## src/rtl/wcb_pkg.sv

```systemverilog
package wcb_pkg;

   localparam int unsigned DEF_LANES  = 8;
   localparam int unsigned DEF_WORD_W = 32;

   // Per-lane step constants, lane 0 in the least significant word.
   localparam logic [DEF_LANES*DEF_WORD_W-1:0] DEF_STEP_CONSTS = {
      32'hD34D34D3, 32'h4D34D34D, 32'h34D34D34, 32'hD34D34D3,
      32'h4D34D34D, 32'h34D34D34, 32'hD34D34D3, 32'h4D34D34D
   };

   typedef enum logic [1:0] {
      BANK_HOLD = 2'd0,
      BANK_STEP = 2'd1,
      BANK_LOAD = 2'd2,
      BANK_CLR  = 2'd3
   } bank_op_e;

endpackage

```

## src/rtl/wcb_lane_add.sv

```systemverilog
module wcb_lane_add #(
   parameter int unsigned WORD_W    = 32,
   parameter bit          SPLIT_ADD = 1'b0
) (
   input  logic [WORD_W-1:0] word_in,
   input  logic [WORD_W-1:0] step_k,
   input  logic              cin,
   output logic [WORD_W-1:0] word_out,
   output logic              cout
);

   generate
      if (SPLIT_ADD) begin : g_split
         localparam int unsigned LO_W = WORD_W / 2;
         localparam int unsigned HI_W = WORD_W - LO_W;

         logic [LO_W:0] lo_sum;
         logic [HI_W:0] hi_sum0;
         logic [HI_W:0] hi_sum1;
         logic [HI_W:0] hi_sel;

         always_comb begin
            lo_sum  = {1'b0, word_in[LO_W-1:0]} + {1'b0, step_k[LO_W-1:0]}
                      + {{LO_W{1'b0}}, cin};
            hi_sum0 = {1'b0, word_in[WORD_W-1:LO_W]} + {1'b0, step_k[WORD_W-1:LO_W]};
            hi_sum1 = {1'b0, word_in[WORD_W-1:LO_W]} + {1'b0, step_k[WORD_W-1:LO_W]}
                      + {{HI_W{1'b0}}, 1'b1};
            hi_sel   = lo_sum[LO_W] ? hi_sum1 : hi_sum0;
            word_out = {hi_sel[HI_W-1:0], lo_sum[LO_W-1:0]};
            cout     = hi_sel[HI_W];
         end
      end else begin : g_wide
         logic [WORD_W:0] full_sum;

         always_comb begin
            full_sum = {1'b0, word_in} + {1'b0, step_k} + {{WORD_W{1'b0}}, cin};
            word_out = full_sum[WORD_W-1:0];
            cout     = full_sum[WORD_W];
         end
      end
   endgenerate

endmodule

```

## src/rtl/wcb_carry_chain.sv

```systemverilog
module wcb_carry_chain #(
   parameter int unsigned                    LANES       = 8,
   parameter int unsigned                    WORD_W      = 32,
   parameter bit                             SPLIT_ADD   = 1'b0,
   parameter logic [LANES*WORD_W-1:0]        STEP_CONSTS = '0
) (
   input  logic [LANES*WORD_W-1:0] cur_words,
   input  logic                    wrap_cin,
   output logic [LANES*WORD_W-1:0] nxt_words,
   output logic                    top_cout
);

   logic [LANES:0] chain_c;

   assign chain_c[0] = wrap_cin;

   generate
      for (genvar j = 0; j < LANES; j++) begin : g_lane
         wcb_lane_add #(
            .WORD_W    (WORD_W),
            .SPLIT_ADD (SPLIT_ADD)
         ) lane_i (
            .word_in  (cur_words[j*WORD_W +: WORD_W]),
            .step_k   (STEP_CONSTS[j*WORD_W +: WORD_W]),
            .cin      (chain_c[j]),
            .word_out (nxt_words[j*WORD_W +: WORD_W]),
            .cout     (chain_c[j+1])
         );
      end
   endgenerate

   assign top_cout = chain_c[LANES];

endmodule

```

## src/rtl/wcb_state_regs.sv

```systemverilog
module wcb_state_regs
   import wcb_pkg::*;
#(
   parameter int unsigned LANES  = 8,
   parameter int unsigned WORD_W = 32
) (
   input  logic                    clk,
   input  bank_op_e                op,
   input  logic [LANES*WORD_W-1:0] seed_words,
   input  logic                    seed_carry,
   input  logic [LANES*WORD_W-1:0] stepped_words,
   input  logic                    stepped_carry,
   output logic [LANES*WORD_W-1:0] words_q,
   output logic                    carry_q,
   output logic                    valid_q
);

   always_ff @(posedge clk) begin
      unique case (op)
         BANK_CLR: begin
            words_q <= '0;
            carry_q <= 1'b0;
            valid_q <= 1'b0;
         end
         BANK_LOAD: begin
            words_q <= seed_words;
            carry_q <= seed_carry;
            valid_q <= 1'b0;
         end
         BANK_STEP: begin
            words_q <= stepped_words;
            carry_q <= stepped_carry;
            valid_q <= 1'b1;
         end
         default: begin
            valid_q <= 1'b0;
         end
      endcase
   end

endmodule

```

## src/rtl/wcb_counter_bank.sv

```systemverilog
module wcb_counter_bank
   import wcb_pkg::*;
#(
   parameter int unsigned                 LANES       = DEF_LANES,
   parameter int unsigned                 WORD_W      = DEF_WORD_W,
   parameter bit                          SPLIT_ADD   = 1'b0,
   parameter logic [LANES*WORD_W-1:0]     STEP_CONSTS = DEF_STEP_CONSTS
) (
   input  logic                    clk,
   input  logic                    rst,
   input  logic                    load,
   input  logic [LANES*WORD_W-1:0] load_value,
   input  logic                    load_carry,
   input  logic                    step,
   output logic [LANES*WORD_W-1:0] ctr_out,
   output logic                    carry_out,
   output logic                    valid
);

   localparam int unsigned BANK_W = LANES * WORD_W;

   generate
      if (LANES < 2) begin : g_bad_lanes
         $error("wcb_counter_bank: LANES must be at least 2");
      end
      if (WORD_W < 2) begin : g_bad_width
         $error("wcb_counter_bank: WORD_W must be at least 2");
      end
      if (SPLIT_ADD && (WORD_W % 2 != 0)) begin : g_bad_split
         $error("wcb_counter_bank: split adder needs an even WORD_W");
      end
   endgenerate

   bank_op_e          op;
   logic [BANK_W-1:0] stepped_words;
   logic              stepped_carry;

   always_comb begin
      if (rst)       op = BANK_CLR;
      else if (load) op = BANK_LOAD;
      else if (step) op = BANK_STEP;
      else           op = BANK_HOLD;
   end

   wcb_carry_chain #(
      .LANES       (LANES),
      .WORD_W      (WORD_W),
      .SPLIT_ADD   (SPLIT_ADD),
      .STEP_CONSTS (STEP_CONSTS)
   ) chain_i (
      .cur_words (ctr_out),
      .wrap_cin  (carry_out),
      .nxt_words (stepped_words),
      .top_cout  (stepped_carry)
   );

   wcb_state_regs #(
      .LANES  (LANES),
      .WORD_W (WORD_W)
   ) regs_i (
      .clk           (clk),
      .op            (op),
      .seed_words    (load_value),
      .seed_carry    (load_carry),
      .stepped_words (stepped_words),
      .stepped_carry (stepped_carry),
      .words_q       (ctr_out),
      .carry_q       (carry_out),
      .valid_q       (valid)
   );

endmodule

```

## config.mk

```make
export PLATFORM = sky130hd
export DESIGN_NAME = wcb_counter_bank
export DESIGN_NICKNAME = d
export VERILOG_FILES = /design/src/rtl/wcb_pkg.sv /design/src/rtl/wcb_lane_add.sv /design/src/rtl/wcb_carry_chain.sv /design/src/rtl/wcb_state_regs.sv /design/src/rtl/wcb_counter_bank.sv
export SDC_FILE = /design/constraint.sdc
export NUM_CORES = 1
export LEC_CHECK = 0
export ABC_AREA = 1
export ABC_CLOCK_PERIOD_IN_PS = 10300
export BUFFER_PORTS_ARGS = -buffer_cell sky130_fd_sc_hd__buf_2
export CORE_MARGIN = 2
export CORE_UTILIZATION = 50
export DETAILED_ROUTE_END_ITERATION = 7
export GPL_TIMING_DRIVEN = 1
export PLACE_DENSITY_LB_ADDON = 0.05
export REMOVE_ABC_BUFFERS = 1
export SETUP_SLACK_MARGIN = 0.1
export SLEW_MARGIN = 20
export SYNTH_ARGS = -nofsm -noshare
export SYNTH_HDL_FRONTEND = slang
export SYNTH_SLANG_ARGS = --single-unit
```

## constraint.sdc

```tcl
create_clock -name clk -period 10.3 [get_ports clk]
set_input_delay 0.515 -clock clk [delete_from_list [all_inputs] [get_ports clk]]
set_output_delay 0.515 -clock clk [all_outputs]
set_load 0.1 [all_outputs]
```

==> summary.txt, run 1 <==
CTS tree - built
Drt first pass iters - 6
Commonest non-fill, non-tap cell in the layout - nand2_1
Clk_skew - 0.01753 ns
Post-synthesis simple-gate area fraction - 0.4013
Global Route Usage Sum - 0.3363
Worst Path Arrival - 9.76 ns
CTS Hold Bufs - 0
Sw Share - 0.4450
Multiplexer area fraction after synthesis - 0
Pin count of the biggest net entering global routing - 109
Max FO, Critical Path - 7
Clk buf depth - 3
Initial Utilization - 0.5053
Antenna-violating nets left - 0
Post-Synth Adder-Cell Area - 0.01066
Initial antenna violation count - 17
Cell Count, Final, Fillers Out - 4737
P&R area growth vs syn - 20.78%
EDFF count, synth - 257
CP max stage cell - edfxtp_1
Port bufs - 518
Top Ports - 519
CP max stage delay - 0.38 ns
XOR/XNOR share of the synthesized area - 0.0003928
Unrepaired setup endpoints after global routing - false
Hold Violations, Final - 0
Final core occ - 0.6103
Clock network power share - 0.287
Total number of vias - 25450
Sequential share of power - 0.345
Crit share post-route - 0.9162
Die X - 215.2 um
Critical Path RT - 10.62 ns
Mapped Area - 0.02230 mm2
Sw Pwr - 1.817 mW
Slew margin rel. - 0.2888
Crit path top cell by count - nand2_2
Nets - 4384
Worst setup path class - flip-flop to flip-flop
DR WL/cell - 17.12 um
Die Y - 215.2 um
Synth cell types - 39
P_leak - 13.20 nW
First-pass GRT wire length - 124500 um
Main flop type after synthesis - edfxtp_1
Syn_area_per_cell - 6.193 um2
Crit start category - flip-flop
Commonest non-fill, non-tap cells in the layout - nand2_1 (1256), buf_2 (518), inv_1 (482)
Fin. max-slew vios - 0
CTS sink count - 258
Max cap viols - 0
Share of cells above drive strength 1 - 0.1792
Total grt overflow - 0
Root buffer cell - clkbuf_16
Post-synthesis register bit count - 258
Clk_lat worst skew - 0.61 ns
Internal Power - 2.266 mW
Buf/Inv on CP - 10
DP Wirelength - 62660 um
Worst path top cell family by delay - simple AND/OR/NAND/NOR gates
Setup violations, final - 0
Fmax - 106.0 MHz
Clock transition at path regs - 0.06 ns
Routability congestion estimate - 0.9983
Crit end category - flip-flop
Total CTS buffers - 31
H-tree depth - 1
Post-synthesis compound-gate area fraction - 0.1404
Total core area - 0.04412 mm2
Number of global-route vias before repair - 23020
Fin crit period - 9.437 ns
Worst-Margin Slew - 1.067 ns
Fillers - 4569
Status - complete, no violations
Peak VDD IR - 0.1344 mV
Largest family of logic cells by synthesized area - simple AND/OR/NAND/NOR gates
Post-Place Cells - 4652
HP Class - primary input to flip-flop
Routed WL - 81090 um
PD cells - 151.6 mW/mm2
Full die area - 0.04630 mm2
DRT iter0 DRCs - 2282
Rows - 77
# DRC - 0
Share of power burned in combinational logic - 0.368
Mapped Cells - 3600
Async set-reset flop share out of synthesis - 0
Sequential share of the synthesized area - 0.3470
Via density per instance - 5.372
Ys Warns - 0
==> what timing repair did <==
action                                  in CTS  in global routing
resized for setup                            4                 55
pin swaps                                    0                 18
endpoints found under the setup margin      22                 38
buffers inserted                             0                 11
==> per-layer routing <==
layer,vias up,share of wire,global-route usage
li1,12750,-,-
met1,11490,0.43,0.4648
met2,1075,0.45,0.5253
met3,134,0.092,0.05987
met4,4,0.033,0.1280
met5,-,0.00023,0
==> registers in the layout, indices dropped and copies added, names as in the netlist <==
signal / count
regs_i.carry_q: 1
regs_i.valid_q: 1
regs_i.words_q: 256
==> power groups by stage <==
stage               Clock (mW)  Sequential (mW)  Combinational [mW]
floorplan                    0             2.04               0.511
global placement             0             1.42                1.47
detailed placement           0             1.42                1.47
CTS                       1.18             1.40                1.48
global route              1.21             1.42                1.60
finish                    1.17             1.41                1.50
==> final cells by class <==
type                       instances  area, um2  share of cell area
inverter                         498       1879             0.06979
antenna                           16      40.04            0.001487
multi-input combinational       2754      12570              0.4667
timing repair buffer             561       2915              0.1083
sequential                       258       7737              0.2873
clock buffer                      39      805.8             0.02992
clock inverter                    19      242.7            0.009014
tap                              592      740.7             0.02751
==> kinds of logic after synthesis <==
group	after synthesis
adder cells (fa/ha/maj)	19
AO/OA/AOI/OAI	599
flip-flops	258
buffers and inverters	588
AND/OR/NAND/NOR	2135
XOR/XNOR	1
==> cell usage after synthesis, types with 3 or more instances <==
cell,instances,share of area
nand2_4,6,0.0030
a21oi_1,406,0.091
clkbuf_1,63,0.011
nor2_1,310,0.052
a2bb2oi_1,9,0.0035
nor2_4,4,0.0020
inv_1,486,0.082
nand4_1,27,0.0076
nand3b_1,18,0.0061
nand2_2,27,0.0076
nor3_2,4,0.0018
edfxtp_1,257,0.35
nor3_1,34,0.0076
nand2_1,1274,0.21
a21boi_0,9,0.0030
o21ai_0,138,0.031
nand3_1,393,0.088
inv_2,12,0.0020
and2_1,7,0.0020
buf_2,18,0.0040
o21bai_1,11,0.0037
a21boi_1,3,0.0010
o211ai_1,4,0.0013
ha_1,19,0.011
buf_1,7,0.0012
nor2_2,21,0.0059
or2_2,8,0.0022
o21ai_1,11,0.0025
==> stage by stage <==
step           power (mW)  setup WS [ns]  TNS, ns  hold WS (ns)  cell area (um2)
2_1_floorplan       2.556        -0.1850   -1.365        0.7337            21930
3_3_place_gp        2.895         0.1599        0        0.6962            25540
3_5_place_dp        2.897        -0.1089  -0.8796        0.7122            25540
4_1_cts             4.062         0.1081        0        0.2050            26590
5_1_grt             4.237        0.01252        0        0.2368            26920
6_report            4.083         0.8633        0        0.2317            26930
==> final timing paths <==
path | from | cells past startpoint | to | slack (ns)
worst max register to register | regs_i.words_q[0] | 88 | regs_i.carry_q | 0.86
worst min register to register | regs_i.words_q[223] | 3 | regs_i.words_q[223] | 0.73
worst max-delay path | regs_i.words_q[0] | 88 | regs_i.carry_q | 0.86
worst min-delay path | load_value[32] | 3 | regs_i.words_q[32] | 0.23
==> worst min-delay path, delay by kind of cell <==
| kind | cells | cell delay [ns] |
|---|---|---|
| buffers and inverters | 1 | 0.08 |
| AND/OR/NAND/NOR | 1 | 0.08 |
| AO/OA/AOI/OAI | 1 | 0.05 |
(Power assumes the default switching activity.)
==> inputs of run 2 (changes only) <==
- ABC_CLOCK_PERIOD_IN_PS: 10300 -> 11700
- clock period: 10.3 -> 11.7 ns (I/O delays scaled with it)
==> summary.txt, run 2 (synthesis gave the netlist of run 1 again) <==
Share of cells above drive strength 1 - 0.1673 (-0.01194)
Crit. Startpoint - regs_i.words_q[0]
Max FO, Critical Path - 8 (+1)
P_leak - 13.07 nW (-0.97%)
Global Route Usage Sum - 0.3378 (+0.001568)
Sw Pwr - 1.614 mW (-11%)
Number of global-route vias before repair - 23220 (+0.85%)
DR WL/cell - 17.16 um (+0.22%)
Multi-input logic area - 0.01240 mm2 (-1.4%)
Cell Count, Final, Fillers Out - 4705 (-0.68%)
Reg area - 0.007737 mm2 (unchanged)
Full die area - 0.04630 mm2 (unchanged)
Crit path depth - 88 (unchanged)
Hold Violations, Final - 0 (unchanged)
Final setup TNS - 0 ns (unchanged)
Sw Share - 0.4459 (+0.0009259)
Slew margin rel. - 0.1845 (-0.1043)
PD cells - 136.1 mW/mm2 (-10%)
Largest registers - regs_i.words_q: 256 flops, regs_i.carry_q: 1 flops, regs_i.valid_q: 1 flops
# DRC - 0 (unchanged)
Worst setup path class - flip-flop to flip-flop
Worst-Margin Slew - 1.223 ns (+0.1564 ns)
Die X - 215.2 um (unchanged)
H-tree depth - 2 (+1)
Fmax - 96.50 MHz (-8.9%)
Crit path top cell by count - nand2_1
Status - complete, no violations
Clk_skew - 0.01522 ns (-0.002308 ns)
Top Ports - 519 (unchanged)
Commonest non-fill, non-tap cells in the layout - nand2_1 (1268), buf_2 (518), inv_1 (485)
Clock transition at path regs - 0.06 ns (about the same)
CTS sink count - 258 (unchanged)
Commonest non-fill, non-tap cell in the layout - nand2_1
Via density per instance - 5.408 (+0.68%)
CP max stage delay - 0.34 ns (-0.04 ns)
Worst setup path end - regs_i.carry_q
Reg2Reg Depth - 88 (unchanged)
Max reg flops - 256 (unchanged)
Port bufs - 518 (unchanged)
Routability congestion estimate - 0.9719 (-2.6%)
Fin. max-slew vios - 0 (unchanged)
P&R area growth vs syn - 19.27%
Total CTS buffers - 35 (+13%)
Internal Power - 2.006 mW (-11%)
Initial antenna violation count - 15 (-2)
Crit end category - flip-flop
DRT iter0 DRCs - 2541 (+11%)
First-pass GRT wire length - 125100 um (+0.50%)
Unrepaired setup endpoints after global routing - false
Routed WL - 80720 um (-0.45%)
Worst r2r dst - regs_i.carry_q
Post-Place Cells - 4629 (-0.49%)
Worst Path Arrival - 10.76 ns (+1.00 ns)
Critical Path RT - 12.09 ns (+1.47 ns)
Peak VDD IR - 0.1381 mV (+2.8%)
CTS Hold Bufs - 0 (unchanged)
Total number of vias - 25440 (-0.0039%)
HP Class - primary input to flip-flop
Pin count of the biggest net entering global routing - 205 (+88%)
Worst path top cell family by delay - simple AND/OR/NAND/NOR gates
Register-to-register setup slack - 1.34 ns (+0.47 ns)
Worst r2r src - regs_i.words_q[0]
CTS tree - built
Fin crit period - 10.36 ns (+0.9261 ns)
Buf/Inv on CP - 10 (unchanged)
Crit share post-route - 0.8857 (-0.03048)
Fillers - 4605 (+0.79%)
Max cap viols - 0 (unchanged)
Nets - 4356 (-0.64%)
Rows - 77 (unchanged)
Clk_lat worst skew - 0.56 ns (-0.05 ns)
Clk buf depth - 3 (unchanged)
CP max stage cell - edfxtp_1
Setup violations, final - 0 (unchanged)
Die Y - 215.2 um (unchanged)
DP Wirelength - 62000 um (-1.1%)
Initial Utilization - 0.5053 (unchanged)
Antenna-violating nets left - 0 (unchanged)
Total core area - 0.04412 mm2 (unchanged)
Root buffer cell - clkbuf_16
Clock network power share - 0.298 (+0.011)
Total grt overflow - 0 (unchanged)
Share of power burned in combinational logic - 0.359 (-0.009)
Most flop-heavy register - regs_i.words_q
Drt first pass iters - 5 (-1)
Final core occ - 0.6026 (-0.007656)
Crit start category - flip-flop
Sequential share of power - 0.343 (-0.002)
-- run 2: changes by cell type in the layout (fill, tap and decap cells not counted), sizes merged --
cell,previous run,this run
bufinv,6,4
inv,499,501
clkinv,11,15
diode,16,12
buf,561,529
-- run 2: worst min path at each step --
stage,from,endpoint,slack [ns],cells past startpoint
after floorplan,load_value[0],regs_i.words_q[0],0.80,2
after global placement,regs_i.words_q[31],regs_i.words_q[31],0.70,3
after detailed placement,regs_i.words_q[31],regs_i.words_q[31],0.71,3
after CTS,load_value[96],regs_i.words_q[96],0.31,3
after global routing,load_value[96],regs_i.words_q[96],0.34,3
final,load_value[96],regs_i.words_q[96],0.34,3
-- run 2: cell type report --
| type | count | share of cell area |
|---|---|---|
| well taps | 592 | 0.02786 |
| clock inverters | 23 | 0.008611 |
| diodes | 12 | 0.001129 |
| clock buffers | 39 | 0.03350 |
| repair buffers | 529 | 0.1011 |
| multi-input cells | 2754 | 0.4662 |
| flip-flops and latches | 258 | 0.2910 |
| inverters | 498 | 0.07068 |
-- run 2: power groups by stage --
stage               clock (mW)  sequential, mW  combinational (mW)
floorplan                    0            1.80               0.450
global placement             0            1.25                1.28
detailed placement           0            1.25                1.29
CTS                       1.09            1.24                1.29
global route              1.13            1.25                1.39
finish                    1.08            1.24                1.30
-- run 2: worst register-to-register path, delay by kind of cell, from the launching register on --
| family | cells | cell delay (ns) |
|---|---|---|
| flip-flops | 1 | 0.34 |
| AO/OA/AOI/OAI | 6 | 0.66 |
| AND/OR/NAND/NOR | 56 | 5.33 |
| adder cells (fa/ha/maj) | 16 | 3.17 |
| buffers and inverters | 10 | 0.70 |
-- run 2: metrics by stage --
step	hold WS, ns	power [mW]	instance area (um2)	setup slack [ns]
6_report	0.3399	3.620	26590	1.337
5_1_grt	0.3418	3.767	26580	0.1243
4_1_cts	0.3107	3.617	26500	0.6630
3_5_place_dp	0.7102	2.539	25380	0.7113
3_3_place_gp	0.6986	2.537	25380	1.019
2_1_floorplan	0.8037	2.250	21930	1.215
-- run 2: layer usage --
| metal | routed length, um | up-vias | GRT usage |
|---|---|---|---|
| met1 | 34790 | 11570 | 0.4576 |
| met5 | 54 | - | 0 |
| li1 | - | 12700 | - |
| met2 | 35600 | 1000 | 0.5296 |
| met3 | 7103 | 169 | 0.06978 |
| met4 | 3172 | 8 | 0.1331 |
-- run 2: repair_timing --
action	4_1_cts	5_1_grt
setup endpoints to repair	0	32
buffers inserted	0	2
gates resized for setup	0	17
